File: src/rtl/pas_pkg.sv
package pas_pkg;
  typedef struct packed {
    logic allocGo;
    logic decayTick;
    logic hitGo;
  } strobe_t;
endpackage

File: src/rtl/pas_ctrl.sv
module pas_ctrl import pas_pkg::*; #(
  parameter int PC_W         = 30,
  parameter int TBL_W        = 4,
  parameter int ACC_W        = 2,
  parameter int ACC_INIT     = 2,
  parameter int ACC_MIN      = 2,
  parameter int DECAY_PERIOD = 64
) (
  input  logic            clk,
  input  logic            rstN,
  input  logic            modeTwoMiss,
  input  logic            missValid,
  input  logic [PC_W-1:0] missPcWord,
  input  logic            usefulValid,
  input  logic [PC_W-1:0] usefulPcWord,
  input  logic            uselessValid,
  input  logic [PC_W-1:0] uselessPcWord,
  input  logic            hitValid,
  output logic            allocValid,
  output strobe_t         strobes
);
  localparam int TBL     = 1 << TBL_W;
  localparam int ACC_MAX = (1 << ACC_W) - 1;
  localparam int DEC_W   = $clog2(DECAY_PERIOD);

  function automatic logic [TBL_W-1:0] foldPc(input logic [PC_W-1:0] pc);
    logic [TBL_W-1:0] h;
    h = '0;
    for (int i = 0; i < PC_W; i++) h[i % TBL_W] = h[i % TBL_W] ^ pc[i];
    return h;
  endfunction

  logic [TBL_W-1:0] missIdx, usefulIdx, uselessIdx;
  assign missIdx    = foldPc(missPcWord);
  assign usefulIdx  = foldPc(usefulPcWord);
  assign uselessIdx = foldPc(uselessPcWord);

  logic [ACC_W-1:0] accTbl [TBL];
  logic [TBL-1:0]   seenTbl;

  for (genvar e = 0; e < TBL; e++) begin : g_entry
    logic incE, decE;
    assign incE = usefulValid  && (usefulIdx  == TBL_W'(e));
    assign decE = uselessValid && (uselessIdx == TBL_W'(e));

    always_ff @(posedge clk) begin
      if (!rstN) begin
        accTbl[e] <= ACC_W'(ACC_INIT);
      end else if (incE && !decE && accTbl[e] != ACC_W'(ACC_MAX)) begin
        accTbl[e] <= accTbl[e] + 1'b1;
      end else if (decE && !incE && accTbl[e] != '0) begin
        accTbl[e] <= accTbl[e] - 1'b1;
      end
    end

    always_ff @(posedge clk) begin
      if (!rstN) seenTbl[e] <= 1'b0;
      else if (modeTwoMiss && missValid && missIdx == TBL_W'(e)) seenTbl[e] <= ~seenTbl[e];
    end
  end

  always_comb begin
    if (!missValid)       allocValid = 1'b0;
    else if (modeTwoMiss) allocValid = seenTbl[missIdx];
    else                  allocValid = (accTbl[missIdx] >= ACC_W'(ACC_MIN));
  end

  logic [DEC_W-1:0] decayCnt;
  logic             tick;
  assign tick = (decayCnt == DEC_W'(DECAY_PERIOD - 1));

  always_ff @(posedge clk) begin
    if (!rstN)     decayCnt <= '0;
    else if (tick) decayCnt <= '0;
    else           decayCnt <= decayCnt + 1'b1;
  end

  assign strobes.allocGo   = allocValid;
  assign strobes.decayTick = tick;
  assign strobes.hitGo     = hitValid;

  // confidence saturates at the top
  a_r1_acc_ceiling: assert property (@(posedge clk) disable iff (!rstN)
    (usefulValid && !(uselessValid && uselessIdx == usefulIdx) &&
     accTbl[usefulIdx] == ACC_W'(ACC_MAX))
    |=> accTbl[$past(usefulIdx)] == ACC_W'(ACC_MAX));

  // confidence saturates at zero
  a_r1_acc_floor: assert property (@(posedge clk) disable iff (!rstN)
    (uselessValid && !(usefulValid && uselessIdx == usefulIdx) && accTbl[uselessIdx] == '0)
    |=> accTbl[$past(uselessIdx)] == '0);

  // a second-miss allocation consumes the seen bit
  a_r3_seen_cleared: assert property (@(posedge clk) disable iff (!rstN)
    (modeTwoMiss && allocValid) |=> !seenTbl[$past(missIdx)]);

  // no allocation without a miss
  a_r4_alloc_needs_miss: assert property (@(posedge clk) disable iff (!rstN)
    allocValid |-> missValid);
endmodule

File: src/rtl/pas_dp.sv
module pas_dp import pas_pkg::*; #(
  parameter int NUM_BUF  = 4,
  parameter int PRI_W    = 3,
  parameter int PRI_INIT = 3
) (
  input  logic                       clk,
  input  logic                       rstN,
  input  logic                       modeRoundRobin,
  input  strobe_t                    strobes,
  input  logic [$clog2(NUM_BUF)-1:0] hitBuf,
  input  logic [NUM_BUF-1:0]         reqVec,
  output logic [$clog2(NUM_BUF)-1:0] allocBuf,
  output logic [NUM_BUF-1:0]         grantVec
);
  localparam int IDX_W   = $clog2(NUM_BUF);
  localparam int PRI_MAX = (1 << PRI_W) - 1;

  logic [PRI_W-1:0] prio [NUM_BUF];
  logic [IDX_W-1:0] rrPtr;

  for (genvar b = 0; b < NUM_BUF; b++) begin : g_buf
    logic incB, decB, allocB;
    assign allocB = strobes.allocGo && (allocBuf == IDX_W'(b));
    assign incB   = strobes.hitGo   && (hitBuf   == IDX_W'(b));
    assign decB   = strobes.decayTick;

    always_ff @(posedge clk) begin
      if (!rstN)                                                prio[b] <= '0;
      else if (allocB)                                          prio[b] <= PRI_W'(PRI_INIT);
      else if (incB && !decB && prio[b] != PRI_W'(PRI_MAX))     prio[b] <= prio[b] + 1'b1;
      else if (decB && !incB && prio[b] != '0)                  prio[b] <= prio[b] - 1'b1;
    end

    // a plain decay lowers a nonzero counter by one
    a_r7_decay_step: assert property (@(posedge clk) disable iff (!rstN)
      (decB && !incB && !allocB && prio[b] != '0) |=> prio[b] == $past(prio[b]) - 1'b1);
  end

  // lowest rank, lowest index on a tie
  always_comb begin
    logic [PRI_W-1:0] low;
    allocBuf = '0;
    low      = prio[0];
    for (int b = 1; b < NUM_BUF; b++) begin
      if (prio[b] < low) begin
        low      = prio[b];
        allocBuf = IDX_W'(b);
      end
    end
  end

  logic [IDX_W-1:0] pWin, rWin, win;
  always_comb begin
    logic             pAny;
    logic [PRI_W-1:0] pBest;
    pWin  = '0;
    pAny  = 1'b0;
    pBest = '0;
    for (int b = 0; b < NUM_BUF; b++) begin
      if (reqVec[b] && (!pAny || prio[b] > pBest)) begin
        pAny  = 1'b1;
        pBest = prio[b];
        pWin  = IDX_W'(b);
      end
    end
  end

  always_comb begin
    logic           rAny;
    logic [IDX_W:0] sum;
    logic [IDX_W-1:0] j;
    rWin = '0;
    rAny = 1'b0;
    for (int k = 0; k < NUM_BUF; k++) begin
      sum = {1'b0, rrPtr} + (IDX_W+1)'(k);
      if (sum >= (IDX_W+1)'(NUM_BUF)) sum = sum - (IDX_W+1)'(NUM_BUF);
      j = sum[IDX_W-1:0];
      if (!rAny && reqVec[j]) begin
        rAny = 1'b1;
        rWin = j;
      end
    end
  end

  assign win = modeRoundRobin ? rWin : pWin;

  always_comb begin
    grantVec = '0;
    if (|reqVec) grantVec[win] = 1'b1;
  end

  always_ff @(posedge clk) begin
    if (!rstN)                                rrPtr <= '0;
    else if (|reqVec && win == IDX_W'(NUM_BUF - 1)) rrPtr <= '0;
    else if (|reqVec)                         rrPtr <= win + 1'b1;
  end

  // at most one grant, only to a requester
  a_r8_grant_onehot: assert property (@(posedge clk) disable iff (!rstN)
    $onehot0(grantVec) && ((grantVec & ~reqVec) == '0));
  a_r8_grant_when_req: assert property (@(posedge clk) disable iff (!rstN)
    (|reqVec) |-> (|grantVec));
  // allocated buffer restarts at the initial rank
  a_r5_alloc_init: assert property (@(posedge clk) disable iff (!rstN)
    strobes.allocGo |=> prio[$past(allocBuf)] == PRI_W'(PRI_INIT));
  // a hit on a saturated counter keeps it saturated
  a_r6_hit_sat: assert property (@(posedge clk) disable iff (!rstN)
    (strobes.hitGo && !strobes.decayTick && prio[hitBuf] == PRI_W'(PRI_MAX) &&
     !(strobes.allocGo && allocBuf == hitBuf)) |=> prio[$past(hitBuf)] == PRI_W'(PRI_MAX));
  // the buffer at the turn pointer wins when it asks
  a_r9_rr_turn: assert property (@(posedge clk) disable iff (!rstN)
    (modeRoundRobin && reqVec[rrPtr]) |-> grantVec[rrPtr]);
endmodule

File: src/rtl/prefetch_alloc_sched.sv
module prefetch_alloc_sched import pas_pkg::*; #(
  parameter int NUM_BUF      = 4,
  parameter int PC_W         = 30,
  parameter int TBL_W        = 4,
  parameter int PRI_W        = 3,
  parameter int PRI_INIT     = 3,
  parameter int DECAY_PERIOD = 64,
  localparam int IDX_W       = $clog2(NUM_BUF)
) (
  input  logic               clk,
  input  logic               rstN,
  input  logic               modeRoundRobin,
  input  logic               modeTwoMiss,
  input  logic               missValid,
  input  logic [PC_W-1:0]    missPcWord,
  input  logic               usefulValid,
  input  logic [PC_W-1:0]    usefulPcWord,
  input  logic               uselessValid,
  input  logic [PC_W-1:0]    uselessPcWord,
  input  logic               hitValid,
  input  logic [IDX_W-1:0]   hitBuf,
  input  logic [NUM_BUF-1:0] reqVec,
  output logic               allocValid,
  output logic [IDX_W-1:0]   allocBuf,
  output logic [NUM_BUF-1:0] grantVec
);
  strobe_t strobes;

  pas_ctrl #(
    .PC_W(PC_W), .TBL_W(TBL_W), .ACC_W(2), .ACC_INIT(2), .ACC_MIN(2),
    .DECAY_PERIOD(DECAY_PERIOD)
  ) u_ctrl (
    .clk(clk), .rstN(rstN), .modeTwoMiss(modeTwoMiss),
    .missValid(missValid), .missPcWord(missPcWord),
    .usefulValid(usefulValid), .usefulPcWord(usefulPcWord),
    .uselessValid(uselessValid), .uselessPcWord(uselessPcWord),
    .hitValid(hitValid), .allocValid(allocValid), .strobes(strobes)
  );

  pas_dp #(
    .NUM_BUF(NUM_BUF), .PRI_W(PRI_W), .PRI_INIT(PRI_INIT)
  ) u_dp (
    .clk(clk), .rstN(rstN), .modeRoundRobin(modeRoundRobin),
    .strobes(strobes), .hitBuf(hitBuf), .reqVec(reqVec),
    .allocBuf(allocBuf), .grantVec(grantVec)
  );
endmodule

File: config.mk
export PLATFORM = sky130hd
export DESIGN_NAME = prefetch_alloc_sched
export DESIGN_NICKNAME = d
export VERILOG_FILES = /design/src/rtl/pas_pkg.sv /design/src/rtl/pas_ctrl.sv /design/src/rtl/pas_dp.sv /design/src/rtl/prefetch_alloc_sched.sv
export SDC_FILE = /design/constraint.sdc
export NUM_CORES = 1
export LEC_CHECK = 0
export BUFFER_PORTS_ARGS = -buffer_cell sky130_fd_sc_hd__buf_2
export CAP_MARGIN = 10
export CORE_MARGIN = 2
export CORE_UTILIZATION = 30
export DETAILED_ROUTE_END_ITERATION = 8
export RECOVER_POWER = 50
export SLEW_MARGIN = 40
export SYNTH_ARGS = -nofsm -noshare
export SYNTH_HDL_FRONTEND = slang
export SYNTH_SLANG_ARGS = --single-unit
export TNS_END_PERCENT = 20
File: constraint.sdc
create_clock -name clk -period 5.8 [get_ports clk]
set_input_delay 0.87 -clock clk [delete_from_list [all_inputs] [get_ports clk]]
set_output_delay 0.87 -clock clk [all_outputs]
set_load 0.1 [all_outputs]
* Word level (Yosys, flattened, before mapping)
Memories as Yosys holds them, arrays and structs flattened.
Cells that the tools add are included.
** Cells by class
- $add $sub $neg :: 49
- Order comparisons :: 18
- Equal/unequal tests :: 73
- Mux-type cells :: 246
- Bitwise logic cells :: 139
- Reduce and logical (&&, ||, !) cells :: 219
** Operators with widths (number)
- 1-bit 2-to-1 mux :: 177
- 1-bit logical AND :: 145
- 4-bit equality test (second input constant) :: 24
- 2-bit 2-to-1 mux :: 45
- 1-bit bitwise XOR :: 78
- 3-bit 2-to-1 mux :: 17
- 4-bit by 3-bit equality test with 1-bit output (second input constant) :: 12
- 1-bit bitwise OR :: 44
- 1-bit logical NOT :: 43
- 2-bit by 1-bit subtractor with 2-bit output (second input constant) :: 20
- 2-bit by 1-bit adder with 2-bit output (second input constant) :: 17
- 2-bit != test (second input constant) :: 16
- 2-bit nonzero test :: 16
- 4-bit by 2-bit equality test with 1-bit output (second input constant) :: 6
- 1-bit NOT :: 17
- 2-bit by 3-bit less-than comparator with 1-bit output (second input constant) :: 5
- 3-bit by 1-bit adder with 3-bit output (second input constant) :: 4
- 4-bit by 1-bit equality test with 1-bit output (second input constant) :: 3
- 4-bit logical NOT :: 3
- 3-bit != test (second input constant) :: 4
- 3-bit nonzero test :: 4
- 3-bit by 1-bit subtractor with 3-bit output (second input constant) :: 4
- 2-bit equality test (second input constant) :: 5
- 3-bit greater-or-equal comparator (second input constant) :: 3
- other kinds (19) :: 32
** Storage, ports and cells
- Bits in registers :: 24
- Memory bits (writable) :: 44
- Output and inout port bits :: 7
- Word-level logic and storage cells :: 764
- Memories kept :: 2
** Memory list
- u_ctrl.accTbl :: depth 16, bits a word 2, read ports 17, clocked after Yosys merged registers in 0, write ports 16, line pas_ctrl.sv:38 : logic [ACC_W-1:0] accTbl [TBL];
- u_dp.prio :: depth 4, bits a word 3, read ports 4, clocked after Yosys merged registers in 0, write ports 4, line pas_dp.sv:18 : logic [PRI_W-1:0] prio [NUM_BUF];

* Depth between registers and ports, before layout
- Depth after elaboration :: 20
- Depth in mapped cells :: 29

* Cells and area by module
A second synthesis with hierarchy kept.
** Unflattened totals
- Cells, all modules :: 701
- Area, all modules :: 6475.0 um^2
** By module, submodules not included
- pas_ctrl :: instances 1, cells an instance 473, area an instance 4480.5 um^2, sequential area each 1401.3 um^2
- pas_dp :: instances 1, cells an instance 228, area an instance 1994.4 um^2, sequential area each 400.4 um^2

* Least setup slack after synthesis
OpenSTA, ideal clock, no wires.
- Path kind :: input-to-output
- Start point :: input port reqVec[0]
- End point :: output port grantVec[3]
- Data arrival time :: 6.096 ns
- Required time :: 4.930 ns
- Setup slack :: -1.166 ns
- Stages :: 26
- Path buffers :: 1
- Cells stage by stage :: clkbuf_1 -> nand2_1 -> ha_1 -> nor2b_1 -> o21a_1 -> o21ai_0 -> nand2_1 -> nand2_1 -> nor2_1 -> a31oi_1 -> ha_1 -> a21o_1 -> a21oi_1 -> a31oi_1 -> o21ai_1 -> mux2_2 -> ha_1 -> inv_1 -> a21o_1 -> a21oi_1 -> a31oi_1 -> a21o_1 -> a21oi_1 -> a21oi_1 -> ha_1 -> nor2b_1
** Between the ends
- Longest elaborated chain between the ends :: 19
- Elaborated cells on any way between the ends :: 50
** Ends and longest elaborated chain
- start: declaration :: line prefetch_alloc_sched.sv:22 : input logic [NUM_BUF-1:0] reqVec,
- 3-bit 2-to-1 mux or 1-bit 2-to-1 mux (tied branches) :: line pas_dp.sv:60 : if (reqVec[b] && (!pAny || prio[b] > pBest)) begin
- 3-bit greater-than comparator or 1-bit logical NOT (tied branches) :: line pas_dp.sv:60
- 1-bit logical OR :: line pas_dp.sv:60
- 1-bit logical AND :: line pas_dp.sv:60
- 3-bit 2-to-1 mux or 1-bit 2-to-1 mux (tied branches) :: line pas_dp.sv:60
- 3-bit greater-than comparator or 1-bit logical NOT (tied branches) :: line pas_dp.sv:60
- 1-bit logical OR :: line pas_dp.sv:60
- 1-bit logical AND :: line pas_dp.sv:60
- (+3 left out)
- 1-bit logical AND :: line pas_dp.sv:60
- 2-bit 2-to-1 mux :: line pas_dp.sv:60
- 2-bit 2-to-1 mux :: line pas_dp.sv:85 : assign win = modeRoundRobin ? rWin : pWin;
- 2-bit by 3-bit less-than comparator with 1-bit output (implied by the code) or 2-bit by 1-bit greater-or-equal comparator with 1-bit output (tied branches) :: line pas_dp.sv:89 : if (|reqVec) grantVec[win] = 1'b1;
- 1-bit logical AND (implied by the code) :: line pas_dp.sv:89
- 1-bit 2-to-1 mux (implied by the code) :: line pas_dp.sv:89
- 1-bit demux with 2-bit select
- 4-bit 2-to-1 mux (*) :: line pas_dp.sv:89
- end: declaration :: line prefetch_alloc_sched.sv:25 : output logic [NUM_BUF-1:0] grantVec
Mark *: on every way between the ends. The rest lies on a longest branch, timed or not. The select of a mux whose other input is x is not followed.

* Final worst setup path
Ends and elaborated chain as after synthesis.

==> metrics <==
slew margin rel. 0.780%; setup ws final -0.00984 ns; initial antenna violation count 0; Layout area overhead 22.5%; yosys warns 0; clk buf depth 2; grt total ovfl 0; vias in the first global route 5057; GRT Resource Usage Total 12.3%; DRT iter0 DRCs 225; Fin. Hold Viols 0; largest net degree at the start of global routing 47; cts hold-fix bufs 0; WP data arrival 4.94 ns; first-pass GRT wire length 22600 um; share of cells above drive strength 1 21.8%; top_reg_cell synth edfxtp_1; Worst EP required 4.93 ns; FP Rows 53; Critical Path Max Stage Delay 0.34 ns; Synth Instances 729; DP HPWL 10600 um; via/cell ratio 4.65; final wirelength 13400 um; DR pass1 iterations 4; Setup Viol. Count Final 2; clock skew 0.00488 ns; status finished with violations; placed insts 1108; Synth Register Bits 68; Final Util 37.3%; Worst-Skew Late Latency 0.33 ns; CTS buffer count 9; Tightest Pin Transition 1.48 ns; core area 0.0209 sq mm; EDFF count, synth 44; H-tree depth 3; root buf cell clkbuf_16; Power Dens Cells 262 mW/mm^2; area leader, netlist edfxtp_1; Final period util 100%; RSZ-0062 raised after global routing yes; IO Pins 111; Worst Setup Start Kind input pin; Hold WC Path Type register to register; Peak Freq 172 MHz; Worst Path Max Fanout 6; syn avg cell area 8.72 sq um; Netlist Area Pre-Place 0.00636 sq mm; post-synthesis sequential area ratio 28.3%; antenna-violating nets left 0; share of the synthesized area in the top cell type 20.8%; Inserted Diodes 0; Die X 150 um; Mapped Nets 901; Slew Viols, Final 0; worst setup path class input pin to primary output; RePlAce Congestion 0.810; Distinct cells, synth 60; initial core utilization 30.4%; die height 150 um; post-layout minimum cycle time 5.81 ns; multi-input logic area 0.00442 sq mm; vias 5265; DRC violations left 0; Final nets 1024; die area 0.0224 sq mm; Maximum Capacitance Violations 1; slowest stage cell on the critical path mux2_4; FFs w/ async S/R, synth 0%; CTS tree built; fillcell total 2109; Static Leak 3.33 nW; Fin Hold WS 0.448 ns; Reg area 0.00180 sq mm; clock-pin slew on the worst setup and hold paths 0.05 ns; Layout Cells excl Fill 1132; failing checks max-capacitance violations, negative setup slack; top cells by area, synth edfxtp_1 21%, ha_1 13%, xnor2_1 11%; Avg WL per Cell 11.9 um; VDD IR max 0.137 mV; port bufs 110; # clock sinks 68; crit path capture type primary output
-- sequential cells by signal, summed over array words and instances (netlist names) --
register / count
u_ctrl.accTbl: 32
u_ctrl.seenTbl: 16
u_dp.prio: 12
u_ctrl.decayCnt: 6
u_dp.rrPtr: 2
-- final cells by class --
type / count / area share [%]
Timing Repair Buffer: 127 / 9.47
Clock buffer: 11 / 3.12
Multi-Input combinational cell: 588 / 56.7
Inverter: 58 / 2.79
Tap cell: 275 / 4.42
Clock inverter: 5 / 0.337
Sequential cell: 68 / 23.1
-- cells by family (layout without fill, tap and decap cells) --
family | after synthesis | in the layout | synth area share [%]
buf+inv | 73 | 201 | 4.49
mux | 31 | 31 | 5.96
simple gates | 302 | 302 | 23.3
fa+ha+maj | 68 | 68 | 13.4
xor+xnor | 101 | 101 | 15.9
compound gates | 86 | 86 | 8.66
flops | 68 | 68 | 28.3
-- final timing paths --
path	start	to	slack [ns]	cells past startpoint
worst min register to register	u_ctrl.decayCnt[0]	u_ctrl.decayCnt[0]	0.45	1
worst min-delay path	u_ctrl.decayCnt[0]	u_ctrl.decayCnt[0]	0.45	1
worst max register to register	u_dp.prio[0][1]	u_dp.rrPtr[1]	1.12	28
worst max-delay path	reqVec[0]	grantVec[3]	-0.01	28
-- cells in the final DEF (no fill, tap or decap), drive strengths merged, types with 9 or more instances in the layout --
master	instances
mux2	12
nor3	21
clkbuf	14
edfxtp	44
nand3	9
nor2	76
o21ai	24
buf	124
xnor2	79
nor2b	12
xor2	14
inv	59
a21oi	27
nor3b	15
mux2i	15
and2	27
ha	68
dfxtp	24
nor4	10
nand2	97
nand2b	9
-- cells in the mapped netlist, types with 12 or more instances --
library cell	number
a21oi_1	27
and2_1	27
clkbuf_1	13
dfxtp_1	24
edfxtp_1	44
ha_1	68
inv_1	58
mux2i_1	15
nand2_1	97
nor2_1	76
nor2b_1	12
nor3_1	20
nor3b_1	15
o21ai_0	23
xnor2_1	77
xor2_1	14
-- critical path, delay by kind of cell --
family / cells / cell delay, ns
adder cells (fa/ha/maj): 4 / 0.78
buffers and inverters: 4 / 0.50
AO/OA/AOI/OAI: 13 / 1.81
multiplexers: 1 / 0.34
AND/OR/NAND/NOR: 6 / 0.62
-- stage by stage --
| step | power [mW] | TNS, ns | setup slack [ns] | area (sq um) |
|---|---|---|---|---|
| global route | 2.19 | -1.05 | -0.282 | 7790 |
| detailed placement | 1.52 | -0.124 | -0.0944 | 7390 |
| CTS | 2.03 | 0 | 0.0128 | 7710 |
| finish | 2.04 | -0.0157 | -0.00984 | 7790 |
| global placement | 1.51 | -0.0120 | -0.0120 | 7390 |
| floorplan | 1.29 | -0.298 | -0.165 | 6460 |
-- what timing repair did --
action                                  4_1_cts  5_1_grt
pin swaps                                     4       13
gates resized for setup                       1       17
buffers inserted                              6        2
endpoints found under the setup margin        4        4
-- power by group --
group | leakage, nW | internal [mW] | switching, mW | total [mW]
clock network | 0.139 | 0.298 | 0.200 | 0.498
logic | 2.60 | 0.379 | 0.551 | 0.931
registers | 0.600 | 0.565 | 0.0455 | 0.611
total | 3.33 | 1.24 | 0.797 | 2.04
-- per-layer routing --
layer / global-route usage (%) / part of all wire, % / vias to the layer above
met2: 21.5 / 48 / 114
li1: - / - / 2735
met1: 15.3 / 46 / 2400
met4: 3.14 / 1.3 / 0
met3: 2.74 / 4.7 / 16
met5: 0 / 0 / -
Power figures use the tool's default switching activity.
